`config.mk`:
```
export PLATFORM = sky130hd
export DESIGN_NAME = exu_stage
export DESIGN_NICKNAME = d
export VERILOG_FILES = /design/src/rtl/exu_pkg.sv /design/src/rtl/exu_rst_sync.sv /design/src/rtl/exu_operand_sel.sv /design/src/rtl/exu_addsub.sv /design/src/rtl/exu_shifter.sv /design/src/rtl/exu_stage.sv
export SDC_FILE = /design/constraint.sdc
export NUM_CORES = 1
export LEC_CHECK = 0
export BUFFER_PORTS_ARGS = -buffer_cell sky130_fd_sc_hd__buf_2
export CELL_PAD_IN_SITES_DETAIL_PLACEMENT = 0
export CELL_PAD_IN_SITES_GLOBAL_PLACEMENT = 2
export CORE_MARGIN = 8
export CORE_UTILIZATION = 30
export DETAILED_ROUTE_END_ITERATION = 10
export PLACE_DENSITY = 0.75
export SKIP_LAST_GASP = 1
export SLEW_MARGIN = 20
export SYNTH_ARGS = -nofsm -noshare
export SYNTH_HDL_FRONTEND = slang
export SYNTH_SLANG_ARGS = --single-unit
```
`constraint.sdc`:
```
create_clock -name clk_i -period 6 [get_ports clk_i]
set_input_delay 0.6 -clock clk_i [delete_from_list [all_inputs] [get_ports clk_i]]
set_output_delay 0.6 -clock clk_i [all_outputs]
set_load 0.01 [all_outputs]
```
`src/rtl/exu_pkg.sv`:
```
package exu_pkg;
  localparam int OP_W = 4;

  typedef enum logic [OP_W-1:0] {
    OP_ADD   = 4'd0,
    OP_ADDC  = 4'd1,
    OP_SUB   = 4'd2,
    OP_SUBC  = 4'd3,
    OP_RSUB  = 4'd4,
    OP_RSUBC = 4'd5,
    OP_AND   = 4'd6,
    OP_OR    = 4'd7,
    OP_XOR   = 4'd8,
    OP_SHL   = 4'd9,
    OP_SHR   = 4'd10,
    OP_SHA   = 4'd11,
    OP_UPIMM = 4'd12
  } op_e;

  localparam int FL_N = 3;
  localparam int FL_Z = 2;
  localparam int FL_V = 1;
  localparam int FL_C = 0;
  localparam int FL_W = 4;

  typedef enum logic [1:0] {
    SEL_ARITH = 2'd0,
    SEL_LOGIC = 2'd1,
    SEL_SHIFT = 2'd2,
    SEL_CONST = 2'd3
  } unit_e;
endpackage

```
`src/rtl/exu_rst_sync.sv`:
```
module exu_rst_sync (
  input  logic clk_i,
  input  logic rst_ni,
  output logic rst_sync_no
);
  logic [1:0] sync_q;

  always_ff @(posedge clk_i or negedge rst_ni) begin
    if (!rst_ni) begin
      sync_q <= 2'b00;
    end else begin
      sync_q <= {sync_q[0], 1'b1};
    end
  end

  assign rst_sync_no = sync_q[1];
endmodule

```
`src/rtl/exu_operand_sel.sv`:
```
module exu_operand_sel #(
  parameter int W     = 32,
  parameter int IMM_W = 13
) (
  input  logic [W-1:0]     reg_val_i,
  input  logic [IMM_W-1:0] imm_i,
  input  logic             imm_sel_i,
  output logic [W-1:0]     opnd_o
);
  localparam int EXT_W = W - IMM_W;

  logic [W-1:0] imm_ext;

  always_comb begin
    imm_ext = {{EXT_W{imm_i[IMM_W-1]}}, imm_i};
    opnd_o  = imm_sel_i ? imm_ext : reg_val_i;
  end
endmodule

```
`src/rtl/exu_addsub.sv`:
```
module exu_addsub #(
  parameter int W = 32
) (
  input  logic [W-1:0] a_i,
  input  logic [W-1:0] b_i,
  input  logic         swap_i,
  input  logic         sub_i,
  input  logic         use_flag_i,
  input  logic         c_flag_i,
  output logic [W-1:0] sum_o,
  output logic         c_o,
  output logic         v_o
);
  logic [W-1:0] x_op;
  logic [W-1:0] y_op;
  logic [W-1:0] y_eff;
  logic         cin;
  logic [W:0]   total;

  always_comb begin
    x_op  = swap_i ? b_i : a_i;
    y_op  = swap_i ? a_i : b_i;
    y_eff = sub_i ? ~y_op : y_op;
    if (sub_i) begin
      cin = use_flag_i ? ~c_flag_i : 1'b1;
    end else begin
      cin = use_flag_i ? c_flag_i : 1'b0;
    end
    total = {1'b0, x_op} + {1'b0, y_eff} + {{W{1'b0}}, cin};
    sum_o = total[W-1:0];
    c_o   = sub_i ? ~total[W] : total[W];
    v_o   = (x_op[W-1] == y_eff[W-1]) && (total[W-1] != x_op[W-1]);
  end
endmodule

```
`src/rtl/exu_shifter.sv`:
```
module exu_shifter #(
  parameter int W    = 32,
  parameter int SH_W = $clog2(W)
) (
  input  logic [W-1:0]    data_i,
  input  logic [SH_W-1:0] amt_i,
  input  logic            left_i,
  input  logic            arith_i,
  output logic [W-1:0]    data_o
);
  logic [W-1:0]   data_rev;
  logic [W-1:0]   src;
  logic [W-1:0]   shr;
  logic [W-1:0]   shr_rev;
  logic [2*W-1:0] ext;
  logic           fill;

  for (genvar i = 0; i < W; i++) begin : g_rev
    assign data_rev[i] = data_i[W-1-i];
    assign shr_rev[i]  = shr[W-1-i];
  end

  always_comb begin
    src    = left_i ? data_rev : data_i;
    fill   = arith_i & ~left_i & data_i[W-1];
    ext    = {{W{fill}}, src};
    shr    = W'(ext >> amt_i);
    data_o = left_i ? shr_rev : shr;
  end
endmodule

```
`src/rtl/exu_stage.sv`:
```
module exu_stage #(
  parameter int W     = 32,
  parameter int IMM_W = 13
) (
  input  logic                    clk_i,
  input  logic                    rst_ni,
  input  logic                    valid_i,
  input  logic [exu_pkg::OP_W-1:0] op_i,
  input  logic [W-1:0]            rs_i,
  input  logic [W-1:0]            s2_reg_i,
  input  logic                    imm_sel_i,
  input  logic [IMM_W-1:0]        imm_i,
  input  logic [W-IMM_W-1:0]      hi_imm_i,
  input  logic                    setcc_i,
  output logic [W-1:0]            ea_o,
  output logic [W-1:0]            result_o,
  output logic                    wb_valid_o,
  output logic [exu_pkg::FL_W-1:0] flags_o
);
  import exu_pkg::*;

  localparam int SH_W = $clog2(W);
  localparam int HI_W = W - IMM_W;

  logic             rst_n_int;
  logic [W-1:0]     s2;
  logic [W-1:0]     arith_res;
  logic             arith_c;
  logic             arith_v;
  logic [W-1:0]     shift_res;
  logic             swap;
  logic             is_sub;
  logic             use_flag;
  logic             sh_left;
  logic             sh_arith;
  unit_e            unit_sel;
  logic [W-1:0]     logic_res;
  logic [W-1:0]     exec_res;
  logic [FL_W-1:0]  new_flags;
  logic [W-1:0]     dst_d, dst_q;
  logic [FL_W-1:0]  fl_d, fl_q;
  logic             wbv_d, wbv_q;
  logic             fl_en;

  exu_rst_sync i_rst_sync (
    .clk_i       (clk_i),
    .rst_ni      (rst_ni),
    .rst_sync_no (rst_n_int)
  );

  exu_operand_sel #(.W(W), .IMM_W(IMM_W)) i_opsel (
    .reg_val_i (s2_reg_i),
    .imm_i     (imm_i),
    .imm_sel_i (imm_sel_i),
    .opnd_o    (s2)
  );

  // Decode of the operation code into unit controls
  always_comb begin
    swap     = 1'b0;
    is_sub   = 1'b0;
    use_flag = 1'b0;
    sh_left  = 1'b0;
    sh_arith = 1'b0;
    unit_sel = SEL_CONST;
    unique case (op_i)
      OP_ADD:   unit_sel = SEL_ARITH;
      OP_ADDC:  begin unit_sel = SEL_ARITH; use_flag = 1'b1; end
      OP_SUB:   begin unit_sel = SEL_ARITH; is_sub = 1'b1; end
      OP_SUBC:  begin unit_sel = SEL_ARITH; is_sub = 1'b1; use_flag = 1'b1; end
      OP_RSUB:  begin unit_sel = SEL_ARITH; is_sub = 1'b1; swap = 1'b1; end
      OP_RSUBC: begin
        unit_sel = SEL_ARITH; is_sub = 1'b1; swap = 1'b1; use_flag = 1'b1;
      end
      OP_AND, OP_OR, OP_XOR: unit_sel = SEL_LOGIC;
      OP_SHL:   begin unit_sel = SEL_SHIFT; sh_left = 1'b1; end
      OP_SHR:   unit_sel = SEL_SHIFT;
      OP_SHA:   begin unit_sel = SEL_SHIFT; sh_arith = 1'b1; end
      default:  unit_sel = SEL_CONST;
    endcase
  end

  exu_addsub #(.W(W)) i_addsub (
    .a_i        (rs_i),
    .b_i        (s2),
    .swap_i     (swap),
    .sub_i      (is_sub),
    .use_flag_i (use_flag),
    .c_flag_i   (fl_q[FL_C]),
    .sum_o      (arith_res),
    .c_o        (arith_c),
    .v_o        (arith_v)
  );

  exu_shifter #(.W(W), .SH_W(SH_W)) i_shifter (
    .data_i  (rs_i),
    .amt_i   (s2[SH_W-1:0]),
    .left_i  (sh_left),
    .arith_i (sh_arith),
    .data_o  (shift_res)
  );

  // Logic unit and result selection
  always_comb begin
    case (op_i)
      OP_AND:  logic_res = rs_i & s2;
      OP_OR:   logic_res = rs_i | s2;
      default: logic_res = rs_i ^ s2;
    endcase
    case (unit_sel)
      SEL_ARITH: exec_res = arith_res;
      SEL_LOGIC: exec_res = logic_res;
      SEL_SHIFT: exec_res = shift_res;
      default:   exec_res = (op_i == OP_UPIMM) ? {hi_imm_i, {IMM_W{1'b0}}} : '0;
    endcase
    new_flags       = '0;
    new_flags[FL_N] = exec_res[W-1];
    new_flags[FL_Z] = (exec_res == '0);
    new_flags[FL_V] = (unit_sel == SEL_ARITH) & arith_v;
    new_flags[FL_C] = (unit_sel == SEL_ARITH) & arith_c;
  end

  assign ea_o = rs_i + s2;

  // Next-state
  always_comb begin
    fl_en = valid_i & setcc_i;
    dst_d = valid_i ? exec_res : dst_q;
    fl_d  = fl_en ? new_flags : fl_q;
    wbv_d = valid_i;
  end

  // Registers
  always_ff @(posedge clk_i or negedge rst_n_int) begin
    if (!rst_n_int) begin
      dst_q <= '0;
      fl_q  <= '0;
      wbv_q <= 1'b0;
    end else begin
      dst_q <= dst_d;
      fl_q  <= fl_d;
      wbv_q <= wbv_d;
    end
  end

  assign result_o   = dst_q;
  assign flags_o    = fl_q;
  assign wb_valid_o = wbv_q;

  localparam int UNUSED_HI = HI_W;
endmodule

```
* After elaboration in Yosys (flattened, before gate mapping)
Index checks and enable logic that the tools add are counted.
Storage, ports and cells: register bits 39, input port bits 105, word-level logic and storage cells 65, output and inout bits 69
Cells by class: multiplexer cells 19, reductions and logical operators 10, add/subtract/negate cells 3, shifts and indexed selects 1, bitwise gates (word level) 12, equal/unequal tests 16
Operators with widths (number):
- 32-bit two-way mux | 7
- 32-bit case mux with 3 select lines | 1
- 32-bit case mux with 2 select lines | 1
- 64-bit by 5-bit >> shifter with 32-bit output | 1
- 32-bit by 32-bit adder with 33-bit output | 1
- 33-bit by 1-bit adder with 33-bit output | 1
- 32-bit adder | 1
- 32-bit bitwise AND | 1
- 32-bit zero test | 1
- 32-bit NOT | 1
- 32-bit OR | 1
- 32-bit bitwise XOR | 1
- 4-bit equality test, second input constant | 5
- 4-bit by 3-bit equality test with 1-bit output, second input constant | 4
- 1-bit two-way mux | 9
- 3-bit OR reduction | 3
- 4-bit by 2-bit equality test with 1-bit output, second input constant | 2
- 2-bit case mux with 3 select lines | 1
- 6-bit OR reduction | 1
- 1-bit bitwise AND | 5
- 4-bit by 1-bit equality test with 1-bit output, second input constant | 1
- 4-bit zero test | 1
- 4-bit OR reduction | 1
- 1-bit NOT | 3
- other kinds (7) | 7

* Logic depth before layout (Yosys ltp)
Gate-level depths: netlist (run 1).
depth after elaboration 11, depth in mapped cells 23, mapped depth without buffers 20

* By module
From an unflattened synthesis (run 1), not the netlist that was laid out.
Unflattened totals: cells, all modules 1532, area, all modules 11974.0 um^2
By module, submodules not included:
- exu_stage | cells each 658, area each 4845.9 um^2, instances 1, sequential area each 925.9 um^2
- exu_shifter | cells each 461, area each 3594.7 um^2, instances 1, sequential area each 0.0 um^2
- exu_addsub | cells each 372, area each 2927.8 um^2, instances 1, sequential area each 0.0 um^2
- exu_operand_sel | cells each 38, area each 551.8 um^2, instances 1, sequential area each 0.0 um^2
- exu_rst_sync | cells each 3, area each 53.8 um^2, instances 1, sequential area each 50.0 um^2

* Worst setup path before layout (run 1)
OpenSTA, ideal clock, no wires.
path kind input -> register, start in op_i[1] in the netlist's numbering, end reg fl_q[2], in the netlist flags_o[2], stages 21, path slack 251 ps, buffers on the path 3, setup time 104 ps, data required time 5896 ps, arrival time 5645 ps, path through clkbuf_1 > clkbuf_1 > xnor2_1 > nor2_1 > clkbuf_1 > xnor2_1 > fa_1 > inv_1 > fa_1 > a211oi_1 > o21ai_0 > a21o_1 > o211ai_1 > o211ai_1 > o41ai_1 > mux2i_1 > a31oi_1 > a2111oi_0 > and2_2 > nand4_1 > o41ai_2
On the way: longest elaborated chain between the ends 10, elaborated cells between the ends (all ways) 47, those cells by class add/sub: 2; eq/ne: 14; shift: 1; mux: 17; bitwise: 4; reduce/logical: 9
Ends and longest elaborated chain:
- start: declaration | RTL line exu_stage.sv:8 | input logic [exu_pkg::OP_W-1:0] op_i,
- 4-bit by 3-bit equality test with 1-bit output | RTL line exu_stage.sv:66 | unique case (op_i)
- 2-bit OR reduction (no line)
- 1-bit two-way mux | RTL line exu_stage.sv:66
- 32-bit two-way mux | RTL line exu_addsub.sv:22 | y_op = swap_i ? a_i : b_i;
- 32-bit NOT | RTL line exu_addsub.sv:23 | y_eff = sub_i ? ~y_op : y_op;
- 32-bit two-way mux | RTL line exu_addsub.sv:23
- 32-bit by 32-bit adder with 33-bit output | RTL line exu_addsub.sv:29 | total = {1'b0, x_op} + {1'b0, y_eff} + {{W{1'b0}}, cin};
- 33-bit by 1-bit adder with 33-bit output | RTL line exu_addsub.sv:29
- 32-bit case mux with 3 select lines * | RTL line exu_stage.sv:110 | case (unit_sel)
- 32-bit zero test * | RTL line exu_stage.sv:118 | new_flags[FL_Z] = (exec_res == '0);
- end signal: assignment | RTL line exu_stage.sv:141 | fl_q <= fl_d;
- end: declaration | RTL line exu_stage.sv:41 | logic [FL_W-1:0] fl_d, fl_q;
Mark *: on every way between the ends. The rest lies on a longest branch, timed or not. A chain may end at the register's enable or synchronous reset.

* Worst setup path after layout (run 1)
start in imm_sel_i, end out ea_o[28]
On the way: longest elaborated chain between the ends 2
Ends and longest elaborated chain:
- start: declaration | RTL line exu_stage.sv:11 | input logic imm_sel_i,
- 32-bit two-way mux | RTL line exu_operand_sel.sv:16 | opnd_o = imm_sel_i ? imm_ext : reg_val_i;
- 32-bit adder | RTL line exu_stage.sv:123 | assign ea_o = rs_i + s2;
- end: declaration | RTL line exu_stage.sv:15 | output logic [W-1:0] ea_o,
Every way passes these cells.

==> results of run 1 <==
-- power by group through the flow --
stage | Clock [mW] | Combinational, mW | Sequential [mW]
global route | 0.272 | 1.91 | 0.361
finish | 0.252 | 1.76 | 0.352
CTS | 0.257 | 1.76 | 0.354
floorplan | 0 | 1.11 | 0.381
detailed placement | 0 | 1.75 | 0.358
global placement | 0 | 1.76 | 0.357
-- per-layer routing --
layer	vias up	share of wire (%)	routed length (um)	GRT usage (%)
met2	453	49	24000	40.64
met1	5609	42	20900	29.59
li1	5592	-	-	-
met4	0	2.2	1082	4.533
met5	-	0	0	0
met3	48	6.7	3322	3.714
-- logic make-up after synthesis --
group / after synthesis
AOI/OAI and AO/OA: 546
and+or+nand+nor: 416
buffers and inverters: 177
adders and majority gates: 98
muxes: 93
xor gates and xnor gates: 84
DFF: 39
other: 1
-- critical path: stages --
cell,delay [ns]
buf_2,0.15
mux2_4,0.41
ha_1,0.28
fa_1,0.46
a211o_1,0.32
a2111oi_1,0.60
o21ai_0,0.30
a311oi_2,0.41
o41ai_1,0.19
a21oi_1,0.22
a21oi_1,0.10
a21oi_1,0.23
nor2b_1,0.07
o21ai_0,0.24
nor2b_1,0.20
xnor2_1,0.13
buf_2,0.15
-- Yosys cell counts, types with 14 or more instances --
cell type	instances
clkbuf_1	56
inv_1	77
nor2_1	140
xnor2_1	63
mux2i_1	45
nand2_1	168
mux4_2	20
a31oi_1	22
nor3_1	19
dfrtp_1	39
xor2_1	21
nand3_1	21
o22ai_1	14
o21a_1	16
a211oi_1	56
ha_1	95
a21o_1	21
o21ai_0	142
a21oi_1	156
a221oi_1	14
o211ai_1	19
-- per-stage QoR --
stage	worst slack, ns	std cells	util, %	cell area, um^2	hold slack (ns)
final	0.3484	2031	34.26	11810	0.1001
after global routing	0.01236	2030	34.25	11800	0.08705
after CTS	0.1786	2030	34.23	11800	0.09521
after detailed placement	0.2169	2023	33.83	11660	0.3059
after global placement	0.2384	2023	33.83	11660	0.3024
after floorplan	0.2513	1454	-	10460	0.3044
-- registers in the layout (all words and copies together) (netlist names) --
register,cells
result_o,32
i_rst_sync.sync_q,2
wb_valid_o,1
flags_o,4
-- worst max path at each step --
stage | start | end | slack, ns | depth (start not counted)
global route | op_i[3] | flags_o[2] | 0.01 | 23
floorplan | op_i[1] | flags_o[2] | 0.25 | 21
finish | imm_sel_i | ea_o[28] | 0.35 | 17
detailed placement | imm_sel_i | ea_o[28] | 0.22 | 17
CTS | imm_sel_i | ea_o[28] | 0.18 | 17
global placement | imm_sel_i | ea_o[28] | 0.24 | 17
-- final cells by class --
cell class | count | area (um^2)
Fill cell | 3802 | 22650
Multi-Input combinational cell | 1238 | 8672
Timing Repair Buffer | 209 | 1136
Sequential cell | 39 | 975.9
Clock inverter | 2 | 13.76
Antenna cell | 1 | 2.502
Tap cell | 455 | 569.3
Inverter | 82 | 310.3
Clock buffer | 5 | 125.1
==> results.cfg, run 1 <==
[logic_synthesis]
synth_top_family_by_area = compound AO/OA/AOI/OAI gates
synthDistinctLibCells = 91
synth.net_count = 1657
synth-simple-area-share_pct = 17.52
synth.cell_area_um2 = 10460
yosys.area.top_type = ha_1
synth_flop_cell = dfrtp_1
synth-edff-count = 0
yosys_warnings = 0
syn_inst = 1454
synth_top_area_share_pct = 11.37
synth.area.top_cells = ha_1, dfrtp_1, a21oi_1
synth_xor_xnor_area_share_pct = 7.037
yosysSeqAreaShare_pct = 9.335
async_reset_ff_share_pct = 100.0
synthAdderAreaFrac_pct = 11.94
syn_area_per_cell_um2 = 7.191
synth_compound_area_share_pct = 32.84
ys_seq_elements = 39
synth_mux_area_share_pct = 13.27

[clock_tree]
cts_tree = done
clk_path_buf_depth = 2
htree_levels = 2
path_clk_slew_ns = 0.06
cts-root-buf = clkbuf_16
numCtsBuffers = 5
cts_resized = 0
cts_hold_buf = 0
cts.sinks = 39
post_cts_buffers = 0
worstSkewPairLatency_ns = 0.28

[route]
drtIter0Drc = 1070
dr.pass1.iters = 5
routedWlPerCell_um = 24.28
drc_errors = 0
vias_per_cell = 5.762
postRouteAntennaNets = 0
via_count = 11700
drt-total-wl_um = 49300

[cells_and_area]
syn_to_final_growth_pct = 12.91
nets = 1778
mostFrequentLayoutCell = buf_2
drive_above_1_share_pct = 18.60
layout_common_cells = buf_2, nand2_1, a21oi_1

[status]
status = finished, final reports clean

[floorplanning]
rows = 68
die_h_um = 202.7
dieArea_um2 = 41080
core_area_um2 = 34460
ios = 174
start_util_pct = 30.34
die_x_um = 202.7

[worst_setup_path]
critPathRequiredTime_ns = 5.40
critPathKind = in2out
reg2reg_depth = 19
end_kind = output port
r2r_end = result_o[30]
worst_setup_path_start_kind = input port
crit_arrival_ns = 5.05
regToRegSetupSlack_ns = 0.84
r2r-start = flags_o[0]
critPathMaxFanout = 13

[global_route]
grt-ovfl-total = 0
grt_pass1_vias = 11490
grt_max_degree = 73
grt_usage_pct = 23.16
antenna_found_initial = 2
grt_pass1_wl_um = 74310

[timing]
finalHoldViolCount = 0
relSlewSlack_pct = 31.82
fin_crit_sh_pct = 94.19
rsz0062_at_grt = no
fmax_mhz = 176.9
tightest_slew_ns = 1.023
layout_min_cycle_time_ns = 5.652
skew_ns = 0.002692
slew_viol_final = 0
fin_tns_setup_ns = 0
setup_violations = 0

[hold_path]
hp-class = in2async

[power]
netSwitchingPower_mw = 1.233
cellPowerDensity_nw_per_um2 = 200.5
peakVddDrop_v = 0.0001567
swShare_pct = 52.09
internal_power_mw = 1.134
power_mw = 2.367
p_seq_share_pct = 14.9
clockPowerShare_pct = 10.7
p_leak_nw = 5.305
power_frac_comb_pct = 74.5

[placed_design]
dp_hpwl_um = 40480
io_buffers = 173
place_congestion = 0.9494

[job]
cap_violations = 0
No activity file was read; power rests on OpenSTA's default activity.
==> inputs of run 2 (changes only) <==
--- a/config.mk
+++ b/config.mk
@@ -11,7 +11,7 @@
 export CORE_MARGIN = 8
 export CORE_UTILIZATION = 30
 export DETAILED_ROUTE_END_ITERATION = 10
-export PLACE_DENSITY = 0.75
+export PLACE_DENSITY = 0.78
 export SKIP_LAST_GASP = 1
 export SLEW_MARGIN = 20
 export SYNTH_ARGS = -nofsm -noshare
==> constraint.sdc (replaced) <==
create_clock -name clk_i -period 5.1 [get_ports clk_i]
set_input_delay 0.51 -clock clk_i [delete_from_list [all_inputs] [get_ports clk_i]]
set_output_delay 0.51 -clock clk_i [all_outputs]
set_load 0.01 [all_outputs]
==> results.cfg, run 2 (synthesis results as in run 1) <==
[route]
drt-total-wl_um = 49500
drtIter0Drc = 914
routedWlPerCell_um = 23.33
postRouteAntennaNets = 0
dr.pass1.iters = 5
drc_errors = 0
via_count = 12120
vias_per_cell = 5.709

[timing]
setup_violations = 0
relSlewSlack_pct = 39.95
skew_ns = 0.005547
worst_slack_ns = 0.2535
tightest_slew_ns = 0.9007
slew_viol_final = 0
fin_crit_sh_pct = 95.03
layout_min_cycle_time_ns = 4.846
rsz0062_at_grt = yes
finalHoldViolCount = 0
fmax_mhz = 206.3

[global_route]
grt_max_degree = 115
grt_pass1_wl_um = 73670
grt_usage_pct = 23.04
grt_pass1_vias = 11720
grt-ovfl-total = 0
antenna_found_initial = 0

[cells_and_area]
drive_above_1_share_pct = 23.52
final_util_pct = 36.57
nets = 1869
diodes = 0
largest_reg_flops = 32
syn_to_final_growth_pct = 20.51
fin_cells = 2122
mostFrequentLayoutCell = buf_2
fill_cells = 3765
layout_common_cells = buf_2, nand2_1, a21oi_1

[floorplanning]
die_h_um = 202.7
rows = 68
ios = 174
start_util_pct = 30.34
die_x_um = 202.7
dieArea_um2 = 41080
core_area_um2 = 34460

[clock_tree]
numCtsBuffers = 5
path_clk_slew_ns = 0.06
clk_path_buf_depth = 2
htree_levels = 2
cts-root-buf = clkbuf_16
cts.sinks = 39
cts_tree = done
worstSkewPairLatency_ns = 0.28

[worst_setup_path]
reg2reg_depth = 21
critPathMaxFanout = 4
critPathKind = in2out
worstSetupStartpoint = imm_sel_i
path_cells = buf_2, mux2_4, buf_4, ha_1, fa_1, a211o_1, a2111oi_4, buf_4, o21ai_1, a311oi_1, buf_4, o41ai_1, a21oi_1, a21oi_1, a21oi_2, nor2b_1, o21ai_1, nor2b_2, xnor2_1, buf_2
cp-endpoint = ea_o[28]
regToRegSetupSlack_ns = 0.37
crit_top_cell = buf_4
critPathRequiredTime_ns = 4.59
r2r-start = flags_o[0]
r2r_end = result_o[30]
end_kind = output port
worst-path-buf-inv = 5
crit_slowest_cell = fa_1
cp_top_family = compound AO/OA/AOI/OAI gates
slowest_delay_ns = 0.44
worst_setup_path_start_kind = input port
crit_arrival_ns = 4.34
cp.depth = 20

[placed_design]
io_buffers = 173
placedCellCount = 2112
dp_slack_ns = -0.04753
dp_hpwl_um = 40650
place_congestion = 1.034

[job]
cap_violations = 0

[power]
peakVddDrop_v = 0.0001757
cellPowerDensity_nw_per_um2 = 239.8
p_leak_nw = 5.780

[hold_path]
hp-class = reg2async

[status]
status = finished, final reports clean
[run 2: through the flow]
step / TNS, ns / power [mW] / hold slack, ns / area, um^2
final: 0 / 3.021 / 0.2833 / 12600
after global routing: -0.03540 / 3.249 / 0.3430 / 12600
after CTS: 0 / 3.012 / 0.3046 / 12530
after detailed placement: -0.04753 / 2.631 / 0.3020 / 12340
after global placement: 0 / 2.635 / 0.2963 / 12340
after floorplan: 0 / 1.759 / 0.2144 / 10470
[run 2: worst min path at each step]
| stage | end | slack (ns) | cells past startpoint |
|---|---|---|---|
| finish | result_o[28] | 0.28 | 1 |
| global route | result_o[29] | 0.34 | 1 |
| CTS | result_o[27] | 0.30 | 1 |
| detailed placement | i_rst_sync.sync_q[0] | 0.30 | 1 |
| global placement | i_rst_sync.sync_q[0] | 0.30 | 1 |
| floorplan | i_rst_sync.sync_q[0] | 0.21 | 0 |
[run 2: what timing repair did]
| item | 4_1_cts | 5_1_grt |
|---|---|---|
| pin swaps | 0 | 6 |
| setup endpoints to repair | 1 | 6 |
| hold buffers | 1 | 0 |
| setup buffers | 0 | 1 |
| hold endpoints to repair | 2 | 0 |
| gates resized for setup | 1 | 16 |
[run 2: final cells by class]
cell class	count	area [um^2]	share of cell area (%)
timing repair buffer	300	1846	14.65
tap	455	569.3	4.518
inverter	82	310.3	2.463
clock inverter	2	35.03	0.2781
clock buffer	6	138.9	1.102
sequential	39	975.9	7.746
multi-input combinational	1238	8725	69.25
[run 2: routing by layer]
layer	vias to the layer above	share of wire [%]	wire, um	GRT usage, %
met5	-	0	0	0
met2	491	48	23530	39.49
li1	5762	-	-	-
met3	63	7.4	3674	3.825
met4	0	2.9	1440	5.905
met1	5799	42	20850	29.59
[run 2: where the power goes]
part           switching [mW]  internal [mW]
Sequential             0.0385          0.375
Combinational            1.33          0.918
Clock                   0.120          0.243
==> inputs of run 3 (changes only) <==
==> constraint.sdc (replaced) <==
create_clock -name clk_i -period 4.4 [get_ports clk_i]
set_input_delay 0.44 -clock clk_i [delete_from_list [all_inputs] [get_ports clk_i]]
set_output_delay 0.44 -clock clk_i [all_outputs]
set_load 0.01 [all_outputs]
==> results.cfg, run 3 (synthesis results as in run 1) <==
[floorplanning]
core_area_um2 = 34460
die_x_um = 202.7
die_h_um = 202.7
ios = 174
rows = 68
dieArea_um2 = 41080
start_util_pct = 30.34

[timing]
finalHoldViolCount = 0
tightest_slew_ns = 1.001
slew_viol_final = 0
skew_ns = 0.007410
fmax_mhz = 224.1
setup_violations = 2
whs_ns = 0.2938
fin_crit_sh_pct = 101.4
rsz0062_at_grt = yes
layout_min_cycle_time_ns = 4.462
relSlewSlack_pct = 33.03
worst_slack_ns = -0.06174

[power]
p_seq_share_pct = 12.2
p_leak_nw = 6.825
peakVddDrop_v = 0.0001588
cellPowerDensity_nw_per_um2 = 273.8
netSwitchingPower_mw = 1.836
power_frac_comb_pct = 77.6
internal_power_mw = 2.100
swShare_pct = 46.64
clockPowerShare_pct = 10.2

[clock_tree]
cts-root-buf = clkbuf_16
htree_levels = 2
cts.sinks = 39
worstSkewPairLatency_ns = 0.28
clk_path_buf_depth = 2
numCtsBuffers = 5
path_clk_slew_ns = 0.06
cts_tree = done

[global_route]
grt_max_degree = 71
grt_usage_pct = 24.69
grt_pass1_wl_um = 79440
antenna_found_initial = 0
grt-ovfl-total = 0
grt_pass1_vias = 12970

[route]
drt-total-wl_um = 52720
via_count = 12950
postRouteAntennaNets = 0
drc_errors = 0
vias_per_cell = 5.578
dr.pass1.iters = 6
routedWlPerCell_um = 22.70
drtIter0Drc = 1174

[status]
status = complete, but fails checks
violations = negative setup slack

[cells_and_area]
fill_cells = 3679
largest_reg_flops = 32
fin_cells = 2322
diodes = 0
nets = 2070
syn_to_final_growth_pct = 37.51
layout_common_cells = buf_4, buf_2, nand2_1
mostFrequentLayoutCell = buf_4
drive_above_1_share_pct = 33.10
final_util_pct = 41.72

[worst_setup_path]
end_kind = register
r2r-start = flags_o[0]
worst_setup_path_start_kind = input port
regToRegSetupSlack_ns = -0.01
crit_arrival_ns = 4.65
r2r_end = flags_o[2]
reg2reg_depth = 19
critPathMaxFanout = 4
critPathRequiredTime_ns = 4.58
critPathKind = in2reg

[placed_design]
placedCellCount = 2306
dp_slack_ns = -0.3843
place_congestion = 0.9893
io_buffers = 173
dp_hpwl_um = 43650

[hold_path]
hp-class = reg2async

[job]
cap_violations = 0
## run 3: changes by cell type in the layout (fill, tap and decap cells not counted), moves of 3 or more
cell / previous run / this run
fa_2: 0 / 3
buf_4: 124 / 315
o21ai_0: 138 / 134
a21oi_1: 154 / 147
fa_1: 3 / 0
o21ai_2: 2 / 5
buf_12: 0 / 10
a21oi_2: 2 / 9
## run 3: worst max-delay path by stage
stage               slack [ns]          to      start
floorplan                -0.25  flags_o[2]  imm_sel_i
global placement         -0.39  flags_o[2]  imm_sel_i
detailed placement       -0.38  flags_o[2]  imm_sel_i
CTS                      -0.12    ea_o[28]  imm_sel_i
global route             -0.33  flags_o[2]  imm_sel_i
finish                   -0.06  flags_o[2]  imm_sel_i
## run 3: routing by layer
| metal | vias up | wire length (um) | GRT usage, % |
|---|---|---|---|
| met4 | 0 | 1801 | 7.433 |
| met5 | - | 0 | 0 |
| met1 | 6216 | 22060 | 31.18 |
| li1 | 6170 | - | - |
| met2 | 479 | 25190 | 42.83 |
| met3 | 88 | 3670 | 3.634 |
## run 3: final cells by class
| cell class | count | area, um^2 | area share (%) |
|---|---|---|---|
| tap | 455 | 569.3 | 3.960 |
| inverter | 82 | 311.5 | 2.167 |
| timing repair buffer | 501 | 3477 | 24.19 |
| multi-input combinational | 1238 | 8879 | 61.76 |
| clock inverter | 2 | 37.54 | 0.2611 |
| sequential | 39 | 977.2 | 6.797 |
| clock buffer | 5 | 125.1 | 0.8703 |
## run 3: power groups by stage
stage / Sequential (mW) / Combinational [mW] / Clock [mW]
after floorplan: 0.519 / 1.54 / 0
after global placement: 0.485 / 2.98 / 0
after detailed placement: 0.486 / 2.98 / 0
after CTS: 0.481 / 3.04 / 0.412
after global routing: 0.492 / 3.30 / 0.426
final: 0.480 / 3.06 / 0.402
## run 3: worst max-delay path, stage by stage
cell and delay, ns:
buf_8 0.10, mux2_4 0.30, buf_6 0.14, inv_4 0.04, nor2_1 0.04, a21oi_2 0.14, fa_2 0.23, inv_1 0.05
fa_2 0.37, a211oi_4 0.30, buf_4 0.17, o21bai_1 0.07, a21oi_1 0.18, xnor2_1 0.13, o22ai_1 0.21, a2111oi_2 0.45
nand4_1 0.16, or4_1 0.44, nor4_2 0.27, nand4_1 0.14, o41ai_2 0.28
## run 3: metrics by stage
step                      TNS (ns)  power [mW]  cell area [um^2]
final                     -0.07585       3.937             14380
after global routing        -1.522       4.217             14380
after CTS                  -0.2595       3.930             14320
after detailed placement    -2.315       3.469             14000
after global placement      -1.882       3.464             14000
after floorplan            -0.2894       2.064             10590
## run 3: timing repair
item                       CTS  global route
setup endpoints to repair    8            13
buffers inserted             6             2
resized for setup           25            12
pin swaps                   22            12
hold endpoints to repair     2             0
hold buffers                 1             0
